**src/rtl/ct_pkg.sv**
```systemverilog
package ct_pkg;

    localparam int RATE_W = 8;
    localparam int ACC_W  = RATE_W + 1;

    typedef logic [RATE_W-1:0] rate_t;
    typedef logic [ACC_W-1:0]  acc_t;

    localparam rate_t RATE_MAX = '1;
    localparam acc_t  ACC_FULL = acc_t'(1) << RATE_W;

    typedef enum logic {
        ST_CALM = 1'b0,
        ST_WARN = 1'b1
    } warn_e;

    // Multiplicative cut by a quarter, always at least one step, never below 1.
    function automatic rate_t cut_rate(rate_t r);
        rate_t step;
        step = ((r >> 2) == '0) ? rate_t'(1) : (r >> 2);
        return (r > step) ? (r - step) : rate_t'(1);
    endfunction

    // Token refill: optional spend of one full bucket, then add rate, cap at full.
    function automatic acc_t refill(acc_t a, rate_t r, logic take);
        logic [ACC_W:0] s;
        acc_t base;
        base = take ? (a - ACC_FULL) : a;
        s = {1'b0, base} + (ACC_W+1)'(r);
        return (s >= {1'b0, ACC_FULL}) ? ACC_FULL : s[ACC_W-1:0];
    endfunction

endpackage

```
**src/rtl/ct_warn_unit.sv**
```systemverilog
module ct_warn_unit
    import ct_pkg::*;
#(
    parameter int OCC_W  = 6,
    parameter int HI_THR = 48,
    parameter int LO_THR = 32,
    parameter int ID_W   = 2
) (
    input  logic            clk,
    input  logic            rst,
    input  logic [OCC_W-1:0] occ_level,
    input  logic            pkt_valid,
    input  logic [ID_W-1:0] pkt_src,
    input  logic [ID_W-1:0] pkt_dst,
    output logic            warn,
    output logic            choke_valid,
    output logic [ID_W-1:0] choke_to,
    output logic [ID_W-1:0] choke_dst
);

    localparam logic [OCC_W-1:0] HI_LVL = OCC_W'(HI_THR);
    localparam logic [OCC_W-1:0] LO_LVL = OCC_W'(LO_THR);

    warn_e state_q, state_d;

    always_comb begin
        state_d = state_q;
        if (occ_level >= HI_LVL)     state_d = ST_WARN;
        else if (occ_level < LO_LVL) state_d = ST_CALM;
    end

    always_ff @(posedge clk) begin
        if (rst) begin
            state_q     <= ST_CALM;
            choke_valid <= 1'b0;
            choke_to    <= '0;
            choke_dst   <= '0;
        end else begin
            state_q     <= state_d;
            choke_valid <= pkt_valid && (state_q == ST_WARN);
            if (pkt_valid) begin
                choke_to  <= pkt_src;
                choke_dst <= pkt_dst;
            end
        end
    end

    assign warn = (state_q == ST_WARN);

endmodule

```
**src/rtl/ct_dest_lane.sv**
```systemverilog
module ct_dest_lane
    import ct_pkg::*;
#(
    parameter int CNT_W = 16
) (
    input  logic             clk,
    input  logic             rst,
    input  logic             choke,
    input  logic [CNT_W-1:0] recov_cycles,
    input  logic             take,
    output rate_t            rate,
    output logic             ready
);

    logic [CNT_W-1:0] quiet_q;
    logic [CNT_W:0]   quiet_inc;
    logic             expire;
    acc_t             acc_q;

    assign quiet_inc = {1'b0, quiet_q} + (CNT_W+1)'(1);
    assign expire    = quiet_inc >= {1'b0, recov_cycles};

    always_ff @(posedge clk) begin
        if (rst) begin
            rate    <= RATE_MAX;
            quiet_q <= '0;
        end else if (choke) begin
            rate    <= cut_rate(rate);
            quiet_q <= '0;
        end else if (expire) begin
            quiet_q <= '0;
            if (rate != RATE_MAX) rate <= rate + rate_t'(1);
        end else begin
            quiet_q <= quiet_inc[CNT_W-1:0];
        end
    end

    always_ff @(posedge clk) begin
        if (rst) acc_q <= '0;
        else     acc_q <= refill(acc_q, rate, take);
    end

    assign ready = (acc_q == ACC_FULL);

endmodule

```
**src/rtl/choke_throttle.sv**
```systemverilog
module choke_throttle
    import ct_pkg::*;
#(
    parameter int NDST   = 4,
    parameter int NCH    = 2,
    parameter int OCC_W  = 6,
    parameter int HI_THR = 48,
    parameter int LO_THR = 32,
    parameter int CNT_W  = 16,
    localparam int ID_W  = (NDST > 1) ? $clog2(NDST) : 1
) (
    input  logic                   clk,
    input  logic                   rst,
    input  logic [OCC_W-1:0]       occ_level,
    input  logic                   pkt_valid,
    input  logic [ID_W-1:0]        pkt_src,
    input  logic [ID_W-1:0]        pkt_dst,
    output logic                   warn,
    output logic                   choke_valid,
    output logic [ID_W-1:0]        choke_to,
    output logic [ID_W-1:0]        choke_dst,
    input  logic [NCH-1:0]         choke_in_valid,
    input  logic [NCH*ID_W-1:0]    choke_in_dst,
    input  logic [CNT_W-1:0]       recov_cycles,
    input  logic                   send_valid,
    input  logic [ID_W-1:0]        send_dst,
    output logic                   send_ok,
    output logic [NDST-1:0]        tx_ready,
    output logic [NDST*RATE_W-1:0] rate_flat
);

    logic [NDST-1:0] choke_hit;
    logic [NDST-1:0] take;

    ct_warn_unit #(
        .OCC_W(OCC_W), .HI_THR(HI_THR), .LO_THR(LO_THR), .ID_W(ID_W)
    ) u_warn (
        .clk(clk), .rst(rst), .occ_level(occ_level),
        .pkt_valid(pkt_valid), .pkt_src(pkt_src), .pkt_dst(pkt_dst),
        .warn(warn), .choke_valid(choke_valid),
        .choke_to(choke_to), .choke_dst(choke_dst)
    );

    // Merge all choke ports into one hit per destination: duplicates collapse.
    always_comb begin
        choke_hit = '0;
        for (int p = 0; p < NCH; p++) begin
            for (int d = 0; d < NDST; d++) begin
                if (choke_in_valid[p] && (choke_in_dst[p*ID_W +: ID_W] == ID_W'(d)))
                    choke_hit[d] = 1'b1;
            end
        end
    end

    generate
        for (genvar d = 0; d < NDST; d++) begin : g_lane
            assign take[d] = send_valid && (send_dst == ID_W'(d)) && tx_ready[d];

            ct_dest_lane #(.CNT_W(CNT_W)) u_lane (
                .clk(clk), .rst(rst),
                .choke(choke_hit[d]),
                .recov_cycles(recov_cycles),
                .take(take[d]),
                .rate(rate_flat[d*RATE_W +: RATE_W]),
                .ready(tx_ready[d])
            );
        end
    endgenerate

    assign send_ok = |take;

endmodule

```
**config.mk**
```make
export PLATFORM = sky130hd
export DESIGN_NAME = choke_throttle
export DESIGN_NICKNAME = d
export VERILOG_FILES = /design/src/rtl/ct_pkg.sv /design/src/rtl/ct_warn_unit.sv /design/src/rtl/ct_dest_lane.sv /design/src/rtl/choke_throttle.sv
export SDC_FILE = /design/constraint.sdc
export NUM_CORES = 1
export LEC_CHECK = 0
export BUFFER_PORTS_ARGS = -buffer_cell sky130_fd_sc_hd__buf_2
export CAP_MARGIN = 25
export CORE_MARGIN = 1.5
export CORE_UTILIZATION = 45
export DETAILED_ROUTE_END_ITERATION = 8
export GPL_ROUTABILITY_DRIVEN = 0
export PLACE_DENSITY_LB_ADDON = 0.1
export SYNTH_ARGS = -nofsm -noshare
export SYNTH_HDL_FRONTEND = slang
export SYNTH_SLANG_ARGS = --single-unit
```
**constraint.sdc**
```tcl
create_clock -name clk -period 4.1 [get_ports clk]
set_input_delay 0.41 -clock clk [delete_from_list [all_inputs] [get_ports clk]]
set_output_delay 0.41 -clock clk [all_outputs]
set_load 0.005 [all_outputs]
```
=== Yosys cells after proc, flatten, opt, wreduce, memory -nomap -nowiden ===
Cells that the tools add are included.

* Flip-flop bits (word level): 138
* Latch bits: 0
* RAM bits: 0
* Memory bits (read-only): 0
* Input port bits: 38
* Output and inout port bits: 43
* Word-level logic and storage cells: 155
* Memories kept: 0

* Add/sub/neg operators: 20
* Multiply operators: 0
* Div/mod/pow operators: 0
* $lt $le $gt $ge: 14
* Eq/ne operators: 17
* Shift-type cells: 0
* Mux-type cells: 38
* Bitwise operators: 0
* Reductions and logical operators: 46

{| class="wikitable"
|+ Operators by type and width
! cell !! number
|-
| $mux W8 || 16
|-
| $mux W9 || 8
|-
| $add A16 B1 Y17 const B || 4
|-
| $ge A17 B16 Y1 || 4
|-
| $add A9 B8 Y10 || 4
|-
| $ge A10 B9 Y1 const B || 4
|-
| $eq A9 B9 Y1 const B || 4
|-
| $sub A9 B9 Y9 const B || 4
|-
| $add A8 B1 Y8 const B || 4
|-
| $gt A8 B8 Y1 || 4
|-
| $logic_not A8 Y1 || 4
|-
| $ne A8 B8 Y1 const B || 4
|-
| $sub A8 B8 Y8 || 4
|-
| $mux W6 || 4
|-
| $reduce_bool A2 Y1 || 9
|-
| $logic_and A1 B1 Y1 || 17
|-
| $eq A2 B2 Y1 const B || 6
|-
| $reduce_or A3 Y1 || 4
|-
| $mux W1 || 10
|-
| $reduce_and A2 Y1 || 4
|-
| $reduce_or A2 Y1 || 4
|-
| $eq A2 B1 Y1 const B || 3
|-
| $ge A6 B6 Y1 const B || 1
|-
| $logic_not A2 Y1 || 3
|-
| other kinds (2) || 2
|}

=== Depth between registers and ports, before layout ===
* Depth after elaboration: 7
* Gate-level depth with buffers: 15
* Mapped depth without buffers: 14

=== Modules after synthesis ===
A second synthesis with hierarchy kept.

* Cells, all modules: 1248
* Area total of the unflattened synthesis: 10676.5 µm²

{| class="wikitable"
|+ Modules (own cells, without submodules)
! module !! times used !! cells an instance !! area each (µm²) !! seq. area each (µm²)
|-
| ct_dest_lane at g_lane[0].u_lane ... || 2 || 302 || 2605.0 || 660.6
|-
| ct_dest_lane at g_lane[1].u_lane || 1 || 310 || 2626.3 || 660.6
|-
| ct_dest_lane at g_lane[3].u_lane || 1 || 299 || 2524.9 || 660.6
|-
| ct_warn_unit || 1 || 19 || 205.2 || 120.1
|-
| choke_throttle || 1 || 16 || 110.1 || 0.0
|}

=== Worst setup path before layout ===
No wires, ideal clock.

* Path kind: register to register
* Start: reg g_lane[2].u_lane.quiet_q[0]
* End: reg g_lane[2].u_lane.rate[2]
* Setup time: 0.122 ns
* Data arrival time: 3.234 ns
* Required time: 3.978 ns
* Slack: 0.744 ns
* Stages on the path, launching flop included: 14
* Path buffers: 1
* Period minus slack after synthesis: 3.356 ns
* Cell sequence: dfxtp_1 -> ha_1 -> nand4_1 -> nor2_1 -> nand2_1 -> xnor2_1 -> ha_1 -> and3_1 -> a221o_1 -> a2111o_1 -> a31oi_4 -> a21oi_2 -> buf_6 -> a221o_1

* Cells in the longest elaborated chain, start to end: 4

{| class="wikitable"
|+ Ends and longest elaborated chain
! item !! RTL line !! source
|-
| from (decl) || ct_dest_lane.sv:15 || <nowiki>logic [CNT_W-1:0] quiet_q;</nowiki>
|-
| from (signal assigned) || ct_dest_lane.sv:34 || <nowiki>quiet_q <= quiet_inc[CNT_W-1:0];</nowiki>
|-
| $add A16 B1 Y17 || ct_dest_lane.sv:20 || <nowiki>assign quiet_inc = {1'b0, quiet_q} + (CNT_W+1)'(1);</nowiki>
|-
| via g_lane[2].u_lane.quiet_inc[12] || ct_dest_lane.sv:16 || <nowiki>logic [CNT_W:0] quiet_inc;</nowiki>
|-
| $ge A17 B16 Y1 || ct_dest_lane.sv:21 || <nowiki>assign expire = quiet_inc >= {1'b0, recov_cycles};</nowiki>
|-
| $reduce_bool A2 Y1 (no source line) || - ||
|-
| $reduce_and A2 Y1 (no source line) || - ||
|-
| to (signal assigned) || ct_dest_lane.sv:28 || <nowiki>rate <= cut_rate(rate);</nowiki>
|-
| to (signal assigned) || ct_dest_lane.sv:32 || <nowiki>if (rate != RATE_MAX) rate <= rate + rate_t'(1);</nowiki>
|-
| to (decl) || ct_dest_lane.sv:11 || <nowiki>output rate_t rate,</nowiki>
|}

The timed path passes the listed nets, and every way through them passes these cells.
A chain may end at the register's enable or synchronous reset.

=== Worst setup path in the final report ===
* Start: reg g_lane[2].u_lane.quiet_q[0]
* End: reg g_lane[2].u_lane.rate[0]

Same word-level chain as after synthesis.

==> results.md <==
* Status: finished, final reports clean
* Nets at 1410
* Share of synthesized area occupied by flip-flops and latches at 0.2784
* Combinational Power Share at 0.411
* Tightest Pin Transition at 1.042 ns
* Power per cell area at 502.8 nW/µm²
* GRT Total Usage at 0.2220
* CP Launch Type: flop
* Area occupied by registers at roughly 2800 µm²
* Final Max Tran Viols at 0
* Multi-input gate area at 6711 µm²
* Skew-Pair Late Insertion Delay at 0.42 ns
* Post-Synth XOR/XNOR Area at 0.08386
* Layout area overhead at 13.12%
* Leakage power at approximately 5.2 nW
* Fillers at between 2000 and 2500
* Max cap viols at 0
* Synth Instances at about 1200
* Top post-synthesis cells by count: 138 x dfxtp_1, 124 x ha_1, 86 x nor2_1
* Internal power at approximately 3.6 mW
* Initial Util at 0.4561
* Clock root buffer: clkbuf_16
* Critical path type: flop to flop
* Arrival @ worst endpoint at ~4 ns
* Clock Power Share at 0.290
* Synth Area in Compound Gates at 0.1772
* Final worst path period share at 0.8821
* Die W at roughly 150 µm
* Finish-stage setup viols at 0
* Ys Warns at 0
* Hold Fails Final Rpt at 0
* Largest net degree at the start of global routing at 44
* Layout cells sized above 1 at 0.1134
* Highest Signal Layer: met4
* Netlist cell types at just under 80
* Met3 wire length at between 800 and 900 µm
* Reg-to-reg slack, setup at 0.48 ns
* TNS Setup at 0 ns
* Ranking of synthesized cells by area: dfxtp_1 28%, ha_1 16%, xnor2_1 5.6%, nor2b_1 3.8%, nor2_1 3.3%
* Beginning of the worst hold path: occ_level[4]
* Global-route wire length before repair at 40470 µm
* Number of synthesized register bits at approximately 140
* Setup Fix Bufs, Post-CTS at 0
* I/O Pins at just over 80
* Setup crit start: g_lane[2].u_lane.quiet_q[0]$_SDFF_PP0_
* Sw Share at 0.3561
* Tmin final at 3.617 ns
* CP endpoint kind: flop
* Clock slew at reported path FFs at 0.06 ns
* Sequential share of power at 0.299
* Synth Flop Type: dfxtp_1
* CTS resizes at 0
* Peak Freq at 276.5 MHz
* Crit Path Max Fanout at 14
* Most area-hungry cell type in the Yosys netlist: dfxtp_1
* Clock Sinks at 138
* Sw power at approximately 2.0 mW
* Number of CTS-inserted buffers at 17
* N_diodes at 0
* Met1 wire length at roughly 13000 µm
* Count leader, synth: dfxtp_1
* DR pass1 iterations at 5
* Area share of the largest cell type after synthesis at 0.2784
* Die H at 151.5 µm
* Number of global-route vias before repair at 8184
* Core footprint at 21760 µm²
* Avg Inst Size Synth at about 8.5 µm²
* Hold WC Path Type: primary input to flop
* DP HPWL at 18150 µm
* Via density at around 5.6
* CTS hold repair buffers at 0
* Die area at roughly 23000 µm²
* CTS tree: built
* Post-synth EDFFs at 0
* Main combinational cell family by area after synthesis: simple AND/OR/NAND/NOR gates
* Peak VDD IR at between 0.3 and 0.4 mV
* Drt initial violations at between 300 and 400
* Hold_ws at between 0.2 and 0.25 ns
* Detailed-route wire length at 24440 µm
* Required @ worst endpoint at 4.42 ns
* H-tree lvl count at 4
* Mux share of post-synthesis cell area at 0.01135
* Synthesized cell area at between 9000 and 10000 µm²
* Rows at between 50 and 60
* Clock Path Buffers at 2
* Initial antenna violation count at 0
* Post-DR wirelength/cell at 15.95 µm
* Simple-Gate Fraction of Synth Area at 0.2245
* Slew margin rel. at 0.3056
* Remaining Overflow, GRT at 0
* Synth async-reset ratio at 0
* Routed via count at 8525
* Drt drc at 0
* Met2 routed WL at 10790 µm
* Antenna Violating Nets Remaining at 0
* Port-buffer cells at 76
* R2r startpoint: g_lane[2].u_lane.quiet_q[0]$_SDFF_PP0_
* Clock skew at approximately 0.012 ns
* Synth Area in Adders at 0.1796
* RSZ-0062 raised after global routing: false
* Syn Nets at roughly 1300
-- through the flow --
stage	cells	total power [mW]	instance area, µm²	util	worst slack, ns
2_1_floorplan	1163	3.527	9922	-	0.7445
3_3_place_gp	1501	4.011	10610	0.4875	0.5360
3_5_place_dp	1501	4.024	10610	0.4875	0.4983
4_1_cts	1532	5.681	11220	0.5159	0.5010
5_1_grt	1532	6.097	11220	0.5159	0.2035
6_report	1532	5.643	11220	0.5159	0.4834
-- power by group through the flow --
stage	clock network [mW]	registers [mW]	logic, mW
finish	1.64	1.69	2.32
global route	1.73	1.71	2.65
CTS	1.67	1.69	2.33
detailed placement	0	1.72	2.31
global placement	0	1.72	2.29
floorplan	0	1.66	1.87
-- layout make-up --
type	count	area share
tap	280	0.03122
clock inverter	12	0.01550
inverter	77	0.02575
timing repair buffer	91	0.04392
multi-input combinational	915	0.5980
clock buffer	19	0.03946
sequential	138	0.2462
-- placed cells by master (no fill, tap or decap), types with 8 or more instances in the layout --
cell / n
nor3_1: 26
buf_2: 76
fa_1: 8
o31ai_1: 10
nor2_1: 86
nor4_1: 8
and2_1: 12
a21oi_1: 48
dfxtp_1: 138
a211oi_1: 11
or3_1: 10
o21a_1: 15
a31oi_1: 12
nor2b_1: 61
clkbuf_16: 17
o21ai_0: 36
ha_1: 124
nand2b_1: 13
mux2i_1: 9
a21o_1: 17
buf_4: 15
o211ai_1: 17
xnor2_1: 63
nand4_1: 22
inv_1: 77
nand3_1: 52
nand2_1: 68
and3_1: 38
xor2_1: 32
-- final timing paths --
check,end,cells after the start
min,u_warn.warn$_SDFFE_PP0P_,2
min reg2reg,g_lane[2].u_lane.quiet_q[0]$_SDFF_PP0_,1
max,g_lane[2].u_lane.rate[0]$_SDFFE_PP1P_,14
max reg2reg,g_lane[2].u_lane.rate[0]$_SDFFE_PP1P_,14
-- worst max-delay path, stage by stage (launching register included) --
cell      delay [ns]
dfxtp_1         0.40
ha_1            0.24
nand4_1         0.13
nor2_1          0.16
buf_4           0.18
nand2_1         0.07
xnor2_1         0.18
ha_1            0.27
and3_1          0.20
a221o_1         0.34
a2111o_1        0.44
a31oi_4         0.19
a21oi_2         0.21
or2_0           0.28
a31o_2          0.24
-- sequential cells by signal, summed over array words and instances (netlist names) --
name                   flops
g_lane.u_lane.rate        32
g_lane.u_lane.acc_q       36
u_warn.choke_valid         1
g_lane.u_lane.quiet_q     64
u_warn.choke_dst           2
u_warn.warn                1
u_warn.choke_to            2
-- logic make-up after synthesis --
| kind of cell | after synthesis |
|---|---|
| mux | 10 |
| simple gates | 426 |
| compound gates | 245 |
| xor+xnor | 95 |
| buf+inv | 110 |
| flops | 138 |
| fa+ha+maj | 139 |
-- per-layer routing --
layer  global-route usage  vias up
met5                    0        -
met2               0.3520      138
met4              0.05240        0
met1               0.3135     4021
li1                     -     4349
met3              0.03772       17
Power figures use the tool's default switching activity.
